--- config.mk ---
export PLATFORM = sky130hd
export DESIGN_NAME = simd_addsub
export DESIGN_NICKNAME = d
export VERILOG_FILES = /design/src/rtl/simd_pkg.sv /design/src/rtl/simd_route.sv /design/src/rtl/simd_lane.sv /design/src/rtl/simd_addsub.sv
export SDC_FILE = /design/constraint.sdc
export NUM_CORES = 1
export LEC_CHECK = 0
export CAP_MARGIN = 40
export CELL_PAD_IN_SITES_DETAIL_PLACEMENT = 1
export CELL_PAD_IN_SITES_GLOBAL_PLACEMENT = 1
export CORE_MARGIN = 1
export CORE_UTILIZATION = 43
export CTS_CLUSTER_SIZE = 14
export DETAILED_ROUTE_END_ITERATION = 10
export GPL_ROUTABILITY_DRIVEN = 0
export PLACE_DENSITY = 0.84
export SLEW_MARGIN = 20
export SYNTH_ARGS = -nofsm -noshare
export SYNTH_HDL_FRONTEND = slang
export SYNTH_HIERARCHICAL = 1
export SYNTH_SLANG_ARGS = --single-unit
--- constraint.sdc ---
create_clock -name clk -period 7.2 [get_ports clk]
set_clock_uncertainty 0.05 [all_clocks]
set_input_delay 1.44 -clock clk [delete_from_list [all_inputs] [get_ports clk]]
set_output_delay 1.44 -clock clk [all_outputs]
set_load 0.1 [all_outputs]
--- src/rtl/simd_pkg.sv ---
package simd_pkg;
  typedef enum logic [1:0] {
    MODE_UFLAG = 2'd0,
    MODE_SFLAG = 2'd1,
    MODE_USAT  = 2'd2,
    MODE_UHALF = 2'd3
  } lane_mode_e;

  localparam logic [2:0] OP_ADD16 = 3'd0;
  localparam logic [2:0] OP_ASX   = 3'd1;
  localparam logic [2:0] OP_SAX   = 3'd2;
  localparam logic [2:0] OP_SUB16 = 3'd3;
  localparam logic [2:0] OP_ADD8  = 3'd4;
  localparam logic [2:0] OP_SUB8  = 3'd7;

  function automatic logic op_is_byte(input logic [2:0] op);
    return (op == OP_ADD8) || (op == OP_SUB8);
  endfunction

  function automatic logic op_is_legal(input logic [2:0] op);
    return (op != 3'd5) && (op != 3'd6);
  endfunction
endpackage

--- src/rtl/simd_route.sv ---
module simd_route #(
  parameter int HALF_W = 16
) (
  input  logic [2*HALF_W-1:0] op_b,
  input  logic [2:0]          subop,
  output logic [2*HALF_W-1:0] b_half,
  output logic [1:0]          sub_half,
  output logic                sub_byte
);
  import simd_pkg::*;

  logic [HALF_W-1:0] b_lo, b_hi;
  assign b_lo = op_b[HALF_W-1:0];
  assign b_hi = op_b[2*HALF_W-1:HALF_W];

  always_comb begin
    b_half   = op_b;
    sub_half = 2'b00;
    case (subop)
      OP_ASX: begin
        b_half   = {b_lo, b_hi};
        sub_half = 2'b01;
      end
      OP_SAX: begin
        b_half   = {b_lo, b_hi};
        sub_half = 2'b10;
      end
      OP_SUB16: sub_half = 2'b11;
      default:  sub_half = 2'b00;
    endcase
  end

  assign sub_byte = (subop == OP_SUB8);
endmodule

--- src/rtl/simd_lane.sv ---
module simd_lane #(
  parameter int W         = 16,
  parameter bit BYTE_LANE = 1'b0
) (
  input  logic [W-1:0]         a,
  input  logic [W-1:0]         b,
  input  logic                 sub,
  input  simd_pkg::lane_mode_e mode,
  output logic [W-1:0]         res,
  output logic                 flag
);
  import simd_pkg::*;

  logic [W:0] wide;
  logic       top_bit;
  logic       sign_wide;
  logic       sflag;

  assign wide      = sub ? ({1'b0, a} - {1'b0, b}) : ({1'b0, a} + {1'b0, b});
  assign top_bit   = wide[W];
  assign sign_wide = a[W-1] ^ b[W-1] ^ top_bit;

  generate
    if (BYTE_LANE) begin : g_byte_flag
      assign sflag = sub ? ~wide[W-1] : wide[W-1];
    end else begin : g_half_flag
      assign sflag = ~sign_wide;
    end
  endgenerate

  always_comb begin
    res  = wide[W-1:0];
    flag = 1'b0;
    case (mode)
      MODE_UFLAG: flag = sub ? ~top_bit : top_bit;
      MODE_SFLAG: flag = sflag;
      MODE_USAT: begin
        if (top_bit) res = sub ? '0 : '1;
      end
      MODE_UHALF: res = wide[W:1];
      default: res = wide[W-1:0];
    endcase
  end
endmodule

--- src/rtl/simd_addsub.sv ---
module simd_addsub #(
  parameter int DATA_W = 32
) (
  input  logic              clk,
  input  logic              rst,
  input  logic              valid_i,
  input  logic [DATA_W-1:0] op_a_i,
  input  logic [DATA_W-1:0] op_b_i,
  input  logic [2:0]        subop_i,
  input  logic [1:0]        mode_i,
  output logic [DATA_W-1:0] result_o,
  output logic [3:0]        flags_o
);
  import simd_pkg::*;

  localparam int HALF_W  = DATA_W / 2;
  localparam int BYTE_W  = DATA_W / 4;
  localparam int N_HALF  = 2;
  localparam int N_BYTE  = 4;
  localparam int HALF_FL = N_BYTE / N_HALF;

  lane_mode_e        mode;
  logic [DATA_W-1:0] b_half;
  logic [1:0]        sub_half;
  logic              sub_byte;
  logic [DATA_W-1:0] half_word, byte_word;
  logic [N_HALF-1:0] half_flag;
  logic [N_BYTE-1:0] byte_flag;
  logic [3:0]        flags_next;
  logic              is_byte, is_legal, flag_mode;

  assign mode      = lane_mode_e'(mode_i);
  assign is_byte   = op_is_byte(subop_i);
  assign is_legal  = op_is_legal(subop_i);
  assign flag_mode = (mode == MODE_UFLAG) || (mode == MODE_SFLAG);

  simd_route #(.HALF_W(HALF_W)) u_route (
    .op_b     (op_b_i),
    .subop    (subop_i),
    .b_half   (b_half),
    .sub_half (sub_half),
    .sub_byte (sub_byte)
  );

  for (genvar h = 0; h < N_HALF; h++) begin : g_half
    simd_lane #(.W(HALF_W), .BYTE_LANE(1'b0)) u_lane (
      .a    (op_a_i[h*HALF_W +: HALF_W]),
      .b    (b_half[h*HALF_W +: HALF_W]),
      .sub  (sub_half[h]),
      .mode (mode),
      .res  (half_word[h*HALF_W +: HALF_W]),
      .flag (half_flag[h])
    );
  end

  for (genvar k = 0; k < N_BYTE; k++) begin : g_byte
    simd_lane #(.W(BYTE_W), .BYTE_LANE(1'b1)) u_lane (
      .a    (op_a_i[k*BYTE_W +: BYTE_W]),
      .b    (op_b_i[k*BYTE_W +: BYTE_W]),
      .sub  (sub_byte),
      .mode (mode),
      .res  (byte_word[k*BYTE_W +: BYTE_W]),
      .flag (byte_flag[k])
    );
  end

  always_comb begin
    if (is_byte) begin
      flags_next = byte_flag;
    end else begin
      for (int f = 0; f < 4; f++) flags_next[f] = half_flag[f / HALF_FL];
    end
  end

  always_ff @(posedge clk) begin
    if (rst) begin
      result_o <= '0;
      flags_o  <= '0;
    end else if (valid_i && is_legal) begin
      result_o <= is_byte ? byte_word : half_word;
      if (flag_mode) flags_o <= flags_next;
    end
  end

  AST_IDLE_HOLD: assert property (@(posedge clk) disable iff (rst)
    !valid_i |=> ($stable(result_o) && $stable(flags_o)));

  AST_FLAG_KEEP: assert property (@(posedge clk) disable iff (rst)
    (valid_i && !flag_mode) |=> $stable(flags_o));

  AST_BAD_OP: assert property (@(posedge clk) disable iff (rst)
    (valid_i && !is_legal) |=> ($stable(result_o) && $stable(flags_o)));

  AST_HALF_PAIR: assert property (@(posedge clk) disable iff (rst)
    (valid_i && is_legal && !is_byte && flag_mode)
      |=> ((flags_o[1] == flags_o[0]) && (flags_o[3] == flags_o[2])));

  AST_SAT_FLOOR: assert property (@(posedge clk) disable iff (rst)
    (valid_i && mode == MODE_USAT && subop_i == OP_SUB16)
      |=> (result_o[HALF_W-1:0] <= $past(op_a_i[HALF_W-1:0])));

  AST_SAT_CEIL: assert property (@(posedge clk) disable iff (rst)
    (valid_i && mode == MODE_USAT && subop_i == OP_ADD16)
      |=> (result_o[HALF_W-1:0] >= $past(op_a_i[HALF_W-1:0])));
endmodule

==> out/results.ini <==
[critical_path]
cp.required_ns = 7.28
cp_data_arrival_time_ns = 6.94
crit_fanout = 10
reg2reg_depth = 3
worstSetupPathType = primary input to register
rrSetupSlack_ns = 6.14
crit_path_end_kind = register
reg2reg_from = result_o[16]$_SDFFE_PP0P_
r2r-end = result_o[16]$_SDFFE_PP0P_
start_kind = primary input

[layout]
nNetsFinal = 1373
syn_to_final_growth_pct = 21.80
drive_gt1_share_pct = 14.06
seqCellArea_sq_um = 720.7
multi_input_area_sq_um = 7550
utilization_pct = 54.28
final_cell_mix = 104 x clkdlybuf4s50_1, 86 x nor2_1, 79 x xnor2_1
n_fill_cell = 2399
final_cells = 1489
final_common_cell = clkdlybuf4s50_1

[logic_synthesis]
synthSimpleGateAreaFrac_pct = 24.15
async_reset_ff_share_pct = 0
synth_cell_types = 98
synth_warnings = 6
muxShareOfSynthArea_pct = 6.279
synth_seq_cells = 36
synthFlopType = dfxtp_1
synthAdderAreaFrac_pct = 11.33
synth_top_family_by_area = compound AO/OA/AOI/OAI gates
yosysSeqAreaShare_pct = 8.202
syn_avg_cell_area_sq_um = 7.846
synth_xor_area_share_pct = 11.26
synth-edff-count = 0
syn_area_sq_um = 8787
synth_compound_area_share_pct = 32.56
syn-num-nets = 1268
synthCells = 1120

[job]
cap_violations = 0

[placed_design]
place_inst = 1482
dpl.hpwl_mm = 24.66
io_buffers = 107

[sta]
period_share_pct = 95.25
min_period_ns = 6.858
drv_slew = 0
hold-worst-slack_ns = 0.4832
worstMarginPinSlew_ns = 0.7421
max_slew_margin_pct = 50.53
finalSetupTns_ns = 0
fmax_mhz = 145.8
final-hold-violation-count = 0
setup_viol = 0

[power_and_ir_drop]
vdd_drop_max_mv = 0.1302
clock_power_share_pct = 10.7
power_w = 0.002024
power_frac_comb_pct = 76.6
power_switching_w = 0.001033
sequentialPowerShare_pct = 12.7
power_density_nw_per_um2 = 189.1
switching_share_pct = 51.04
power_leakage_nw = 4.259
intPower_w = 0.0009908

[run_status]
status = finished, final reports clean

[grt]
grt_pass1_wl_mm = 50.20
grtUsageTotal_pct = 29.12
grt_max_degree = 69
grt_pass1_vias = 9439
antenna_found_initial = 1
grt_overflow_total = 0

[die]
die_h_um = 145.0
rows = 51
start_util_pct = 44.57
core_sq_um = 19720
io_pins = 108
die_width_um = 145.0
dieArea_sq_um = 21010

[routing]
drt_wl_total_mm = 31.32
detail_route.iter0.violations = 545
routedWlPerCell_um = 21.03
dr.pass1.iters = 6
route.detailed.drc = 0
via_per_inst = 6.279
ant_nets = 0
vias = 9350

[hold_path]
holdPathStages = 2
hold_path_end = result_o[13]$_SDFFE_PP0P_
hp-start = result_o[13]$_SDFFE_PP0P_
holdCritPathClass = register to register

[clock_tree]
path_clk_slew_ns = 0.06
cts_hold_buf = 0
clock_latency_ns = 0.29
cts_sinks = 36
cts_buffers = 5
cts_max_level = 2
cts_tree = yes
root_buffer = clkbuf_16
cts_buffer_depth = 2

## final cells by class
class	instances	area share [%]
diodes	1	0.02338
inverters	49	1.718
repair buffers	161	16.72
flip-flops and latches	36	6.734
well taps	265	3.098
multi-input cells	972	70.54
clock buffers	5	1.169
## worst max-delay path by stage
stage	from	to	slack, ns	depth (start not counted)
3_3_place_gp	subop_i[0]	flags_o[0]$_SDFFE_PP0P_	0.31	20
6_report	subop_i[0]	result_o[6]$_SDFFE_PP0P_	0.34	20
5_1_grt	subop_i[0]	result_o[13]$_SDFFE_PP0P_	-0.01	20
4_1_cts	subop_i[0]	result_o[0]$_SDFFE_PP0P_	0.32	20
2_1_floorplan	subop_i[0]	flags_o[0]$_SDFFE_PP0P_	1.37	21
3_5_place_dp	subop_i[0]	result_o[0]$_SDFFE_PP0P_	0.03	20
## routing by layer
layer	up-vias	GRT usage [%]	routed length, um
li1	4462	-	-
met1	4587	35.34	13480
met2	238	52.98	15660
met3	63	3.113	1163
met4	0	9.574	1012
met5	-	0	0
## through the flow
| stage | cell area [sq um] | setup WS, ns |
|---|---|---|
| 6_report | 10700 | 0.3422 |
| 3_3_place_gp | 9951 | 0.3077 |
| 2_1_floorplan | 8787 | 1.365 |
| 3_5_place_dp | 10560 | 0.03156 |
| 4_1_cts | 10680 | 0.3243 |
| 5_1_grt | 10700 | -0.009714 |
## registers in the layout, indices dropped and copies added (netlist names)
| signal | cells |
|---|---|
| flags_o | 4 |
| result_o | 32 |
## repair_timing
action | in CTS | in global routing
setup endpoints to repair | 0 | 9
buffers inserted | 0 | 1
resized for setup | 0 | 1
## cells by family after synthesis
| family | count (synthesis) |
|---|---|
| simple gates | 381 |
| compound gates | 371 |
| buf+inv | 112 |
| xor+xnor | 105 |
| fa+ha+maj | 76 |
| mux | 39 |
| flops | 36 |
## power by group through the flow
stage | Clock (W) | Sequential (W) | Combinational (W)
final | 0.000217 | 0.000257 | 0.00155
after global routing | 0.000226 | 0.000259 | 0.00166
after CTS | 0.000217 | 0.000257 | 0.00154
after detailed placement | 0 | 0.000260 | 0.00153
after global placement | 0 | 0.000257 | 0.00138
after floorplan | 0 | 0.000464 | 0.000876
## synth_stat cells (5+ instances only)
cell type  instances  area share [%]
nor4_1             9            0.64
a21oi_1           75             4.3
a31oi_1           41             2.9
buf_6              7            0.90
a22oi_1           25             2.1
a21boi_0           5            0.43
a221o_1           11             1.3
nand4b_1           8            0.80
inv_1             46             2.0
nand3_1           19             1.1
and3_1             7            0.50
mux2_2             9             1.2
o21a_1             9            0.77
o211ai_1          15             1.3
nor2b_1           46             3.3
a21o_1            44             3.8
ha_1              70              10
o21ai_1            6            0.34
nand4_1           39             2.8
o21ai_0           26             1.5
and2_2             6            0.51
buf_4              7            0.60
nand2b_1          22             1.6
a222oi_1           6            0.68
mux2_4            30             5.1
fa_1               6             1.4
xnor2_2            5            0.93
clkbuf_1          14            0.60
xor2_1            18             1.8
o221ai_1          39             3.9
xnor2_1           79             7.9
dfxtp_1           36             8.2
nor3_1            24             1.4
nand2_1           67             2.9
nor2_1            86             3.7
nand3b_1           7            0.60
buf_2             28             1.6
## worst max-delay path, cell delays in order
cell and delay, ns:
clkdlybuf4s50_1 0.64, xnor2_1 0.15, nor2_4 0.33, buf_4 0.27, mux2_4 0.33, nor3_1 0.37
and2b_2 0.22, nor2b_1 0.18, a21o_1 0.20, o21ai_0 0.15, xnor2_1 0.22, ha_1 0.37
a21oi_1 0.26, o211ai_1 0.22, a221oi_4 0.48, a21boi_4 0.14, o31ai_4 0.45, a2bb2oi_1 0.13
a31oi_1 0.20, o221ai_1 0.15
Power figures use the tool's default switching activity.
